$ cat src/rtl/fp_pair_minmax.sv
module fp_pair_minmax #(
  parameter int VW = 128
) (
  input  logic          clk,
  input  logic          rst_n,
  input  logic          in_valid,
  input  logic [VW-1:0] src_a,
  input  logic [VW-1:0] src_b,
  input  logic [1:0]    prec,
  input  logic          wide,
  input  logic          pair,
  input  logic          is_max,
  output logic          out_valid,
  output logic [VW-1:0] result,
  output logic          invalid,
  output logic          reserved
);
  localparam int HW = VW / 2;

  logic [2*VW-1:0] cat;
  logic            rsv;
  logic [VW-1:0]   nxt_res;
  logic            nxt_inv;

  assign cat = wide ? {src_b, src_a} : {{VW{1'b0}}, src_b[HW-1:0], src_a[HW-1:0]};
  assign rsv = (prec == 2'd3) || (prec == 2'd2 && !wide);

  for (genvar g = 0; g < 3; g++) begin : pw
    localparam int EW = 16 << g;
    localparam int NL = VW / EW;
    localparam int MB = (EW == 16) ? 10 : (EW == 32) ? 23 : 52;
    logic [VW-1:0] lres;
    logic [NL-1:0] linv;

    for (genvar e = 0; e < NL; e++) begin : ln
      logic [EW-1:0] p, q, kp, kq, o;
      logic act, np, nq, sp, sq, iv;

      assign act = wide || (e < NL / 2);
      assign p = pair ? cat[2*e*EW +: EW]     : src_a[e*EW +: EW];
      assign q = pair ? cat[(2*e+1)*EW +: EW] : src_b[e*EW +: EW];

      always_comb begin
        np = (&p[EW-2:MB]) && (|p[MB-1:0]);
        nq = (&q[EW-2:MB]) && (|q[MB-1:0]);
        sp = np && !p[MB-1];
        sq = nq && !q[MB-1];
        kp = p[EW-1] ? ~p : {1'b1, p[EW-2:0]};
        kq = q[EW-1] ? ~q : {1'b1, q[EW-2:0]};
        iv = sp || sq;
        if (sp)      o = {p[EW-1:MB], 1'b1, p[MB-2:0]};
        else if (sq) o = {q[EW-1:MB], 1'b1, q[MB-2:0]};
        else if (np) o = nq ? p : q;
        else if (nq) o = p;
        else         o = ((kp < kq) ^ is_max) ? p : q;
      end

      assign lres[e*EW +: EW] = act ? o : '0;
      assign linv[e] = act && iv;
    end
  end

  always_comb begin
    nxt_res = '0;
    nxt_inv = 1'b0;
    if (!rsv) begin
      case (prec)
        2'd0:    begin nxt_res = pw[0].lres; nxt_inv = |pw[0].linv; end
        2'd1:    begin nxt_res = pw[1].lres; nxt_inv = |pw[1].linv; end
        default: begin nxt_res = pw[2].lres; nxt_inv = |pw[2].linv; end
      endcase
    end
  end

  always_ff @(posedge clk) begin
    if (!rst_n) begin
      out_valid <= 1'b0;
      result    <= '0;
      invalid   <= 1'b0;
      reserved  <= 1'b0;
    end else begin
      out_valid <= in_valid;
      if (in_valid) begin
        result   <= nxt_res;
        invalid  <= nxt_inv;
        reserved <= rsv;
      end
    end
  end


  valid_follow_chk: assert property (@(posedge clk) disable iff (!rst_n)
    in_valid |=> out_valid);

  valid_drop_chk: assert property (@(posedge clk) disable iff (!rst_n)
    !in_valid |=> !out_valid);

  rsv_detect_chk: assert property (@(posedge clk) disable iff (!rst_n)
    (in_valid && prec == 2'd2 && !wide) |=> reserved);

  rsv_quiet_chk: assert property (@(posedge clk) disable iff (!rst_n)
    (out_valid && reserved) |-> (result == '0 && !invalid));

  upper_zero_chk: assert property (@(posedge clk) disable iff (!rst_n)
    (in_valid && !wide) |=> (result[VW-1:HW] == '0));
endmodule

$ cat config.mk
export PLATFORM = sky130hd
export DESIGN_NAME = fp_pair_minmax
export DESIGN_NICKNAME = d
export VERILOG_FILES = /design/src/rtl/fp_pair_minmax.sv
export SDC_FILE = /design/constraint.sdc
export NUM_CORES = 2
export LEC_CHECK = 0
export ABC_AREA = 1
export CAP_MARGIN = 20
export CORE_ASPECT_RATIO = 0.75
export CORE_MARGIN = 3
export CORE_UTILIZATION = 30
export CTS_BUF_LIST = sky130_fd_sc_hd__clkbuf_8 sky130_fd_sc_hd__clkbuf_16
export CTS_CLUSTER_SIZE = 14
export DETAILED_ROUTE_END_ITERATION = 6
export GPL_ROUTABILITY_DRIVEN = 0
export PLACE_DENSITY_LB_ADDON = 0.05
export SYNTH_ARGS = -nofsm -noshare
export SYNTH_HDL_FRONTEND = slang
export SYNTH_SLANG_ARGS = --single-unit
$ cat constraint.sdc
create_clock -name clk -period 15.7 [get_ports clk]
set_clock_uncertainty 0.1 [all_clocks]
set_input_delay 3.14 -clock clk [delete_from_list [all_inputs] [get_ports clk]]
set_output_delay 3.14 -clock clk [all_outputs]
set_load 0.05 [all_outputs]
==> summary.md <==
| Metric | Value |
|---|---|
| Number of cells in the finished layout apart from fillers | `11048` |
| Violations in the final reports | `design-rule violations` |
| Maximum fanout along the worst path | `137` |
| Number of flops mapped to enable cells by yosys | `0` |
| Number of CTS-inserted buffers | `17` |
| Initial DRC count | `11443` |
| Tightest slew margin relative to the limit | `4.75%` |
| Highest-delay cell along the critical path | `nor3b_1` |
| Die boundary width | `468 microns` |
| DP Cell Count | `10995` |
| Final worst-path setup slack | `4.74 ns` |
| Max Fclk | `0.0913 GHz` |
| Post-synthesis area per instance | `5.41 sq um` |
| Power consumption | `0.00359 W` |
| Worst voltage drop across the vdd grid | `0.124 mV` |
| Most common library cell in the layout ignoring fill and taps | `nand2_1` |
| Slowest stage delay, CP | `1.15 ns` |
| Power density of the placed cells | `66.5 nW/um^2` |
| Effective utilization at floorplan | `30.4%` |
| Average wire per standard cell | `31.0 microns` |
| Final number of max-transition violations | `0` |
| Synthesized Nets | `9513` |
| Most frequent cells in the layout | `2589 x nand2_1, 937 x a21oi_1, 931 x inv_1` |
| Final min period | `10.96 ns` |
| Total placed instance area | `53300 sq um` |
| Largest net degree at the start of global routing | `147` |
| Aggregate negative setup slack | `0 ns` |
| Number of levels in the clock H-tree | `4` |
| Pin slew with the least headroom to its limit | `1.43 ns` |
| Num ports | `395` |
| P_leak | `26.2 nW` |
| Buffers inserted by post-CTS timing repair | `0` |
| Crit path capture type | `flop` |
| Global-route wire length before repair | `471000 microns` |
| Post-CTS Hold Fix Bufs | `0` |
| TritonRoute pass-1 iters | `7` |
| Placed wire-length estimate after detailed placement | `258000 microns` |
| Top cell family by delay on the critical path | `simple AND/OR/NAND/NOR gates` |
| Global router's overall resource usage | `39.6%` |
| Total congestion overflow | `0` |
| Post-DRT Antenna Nets | `0` |
| Async S/R FF share, synth | `0%` |
| Routed via count | `66708` |
| Number of rows created at floorplan | `126` |
| Drt drc | `8` |
| Class of the most critical hold timing path | `reg -> reg` |
| Setup slack at placement | `4.90 ns` |
| Clock latency on the worst-skew pair | `0.59 ns` |
| Cell variety after synth | `65` |
| Area of all placed cells without fillers | `53900 sq um` |
| Dominant synthesized flop cell | `dfxtp_1` |
| Die Outline Area | `165000 sq um` |
| Critical path start-end classification | `in -> reg` |
| Post-Synthesis Cells | `8877` |
| Number of instances resized during post-cts repair | `0` |
| Crit path buffers/inverters | `8` |
| Vias/cell | `6.04` |
| Number of nets at the end of the flow | `9544` |
| Buffer levels on the longest clock path | `2` |
| Setup repair after global routing missed its margin | `false` |
| TritonCTS clock tree | `built` |
| Top cells by area in the synthesized netlist | `nand2_1 20%, a21oi_1 9.8%, ha_1 9.7%, xor2_1 8.8%, o21ai_0 7.9%` |
| Portion of the clock cycle consumed by the worst path in the final layout | `69.8%` |
| Port Buf Inserts | `394` |
| Cell accounting for the most synthesized area | `nand2_1` |
| Number of antenna violations at the first check in global routing | `23` |
| Outcome | `finished, violations left` |
| Top-area cell type share of the netlist area | `20.3%` |
| Max-cap check violation count | `0` |
| Final hold viol count | `0` |
| Placeable core region | `158000 sq um` |
| CTS Root Cell | `clkbuf_16` |
| CP Cell Sequence | `buf_8 > inv_8 > nor2_4 > buf_4 > nor2_1 > inv_2 > nand4_1 > nor3_1 > nor3b_1 > nand4_1 > nand2_2 > inv_2 > buf_4 > nand2_1 > buf_4 > o21ai_0 > inv_1 > nand2_1 > nand2_1 > nand2_1 > nand3_1 > nand2_1 > a21oi_1` |
| TritonCTS sink count | `131` |
| Worst path most repeated cell | `nand2_1` |
| Part of the Yosys area used for sequential elements | `5.46%` |
| Warnings, synthesis | `0` |
| Clock transition at path regs | `0.08 ns` |
| Chip Height | `352 microns` |
| Wire length reported by the detailed router | `343000 microns` |
| Share of final-layout standard cells stronger than drive strength 1 | `5.34%` |
| Via count of the first global-routing pass | `59048` |
| Final-report setup violation count | `0` |
| CP required | `16.12 ns` |
| Worst setup SP type | `input port` |
| Synth Register Bits | `131` |
| Mapped Area | `48000 sq um` |
| Synthesis-to-finish area growth | `12.3%` |
| Data arrival at the endpoint of the critical path | `11.37 ns` |
[worst reg2reg max path, stage by stage, from the launching register on]
cell and delay, ns:
dfxtp_1 0.65, nand2_1 0.12, a21oi_1 0.19
[synthesized netlist by cell type (5+ instances only)]
cell and n:
a21boi_1 5, nor2_1 434, nand3b_1 13, o211ai_1 76, buf_2 168, buf_4 39, xnor2_1 49, or2_2 18
o21ai_2 15, inv_1 935, nand3_2 21, nor4_1 66, buf_1 56, buf_6 54, a31oi_1 61, a21oi_2 16
clkbuf_1 269, nor2_4 10, clkinv_1 17, o221ai_1 6, inv_2 53, a211oi_1 28, nand2_1 2598, o21bai_1 18
nand4_1 311, nor2_2 13, or2_1 6, nand3_1 484, a2111oi_0 12, o21ai_1 124, nand2_2 21, dfxtp_1 131
o21a_1 26, nor4_2 6, nor3_2 5, o21ai_0 761, nor3_1 44, a21oi_1 938, o22ai_1 71, xor2_1 480
ha_1 372
[registers in the layout, summed over array words and instances, names as in the netlist]
| signal | flops |
|---|---|
| invalid | 1 |
| result | 128 |
| out_valid | 1 |
| reserved | 1 |
[final timing paths]
check        slack, ns         end  cells after the start  startpoint
max               4.74  result[65]                     23        pair
min               0.37  result[72]                      2  result[72]
max reg2reg      14.58  result[32]                      2  result[32]
min reg2reg       0.37  result[72]                      2  result[72]
[logic make-up (layout without fill, tap and decap cells)]
logic type,after synthesis,in the layout,share of synthesized area (%)
other cells,0,15,0
xor+xnor,529,529,9.65
buf+inv,1594,1638,14.1
simple gates,4062,4062,36.3
flops,131,131,5.46
compound gates,2189,2189,24.8
fa+ha+maj,372,372,9.69
[per-layer routing]
metal  GRT usage, %  up-vias  part of all wire [%]
met1           55.5    31205                    42
met3           15.4      893                    15
met4           21.7       16                   6.7
li1               -    29507                     -
met2           50.3     5087                    36
met5          0.787        -                 0.088
[layout make-up]
cell class,instances,area (sq um)
clock buffer,18,439
sequential,131,2620
fill,17979,104000
tap,2112,2640
timing repair buffer,599,5500
inverter,1007,3800
clock inverter,14,141
multi-input combinational,7152,38800
antenna,15,37.5
[power by group]
group | internal, W | switching (W)
logic | 0.000807 | 0.00190
clock network | 0.000227 | 0.000267
registers | 0.000356 | 0.0000237
[metrics by stage]
| stage | util, % | hold slack [ns] |
|---|---|---|
| CTS | 34.1 | 0.369 |
| detailed placement | 33.7 | 0.355 |
| floorplan | - | 0.589 |
| global placement | 33.7 | 0.353 |
| global route | 34.1 | 0.384 |
| finish | 34.1 | 0.366 |
No activity file was read; power rests on OpenSTA's default activity.
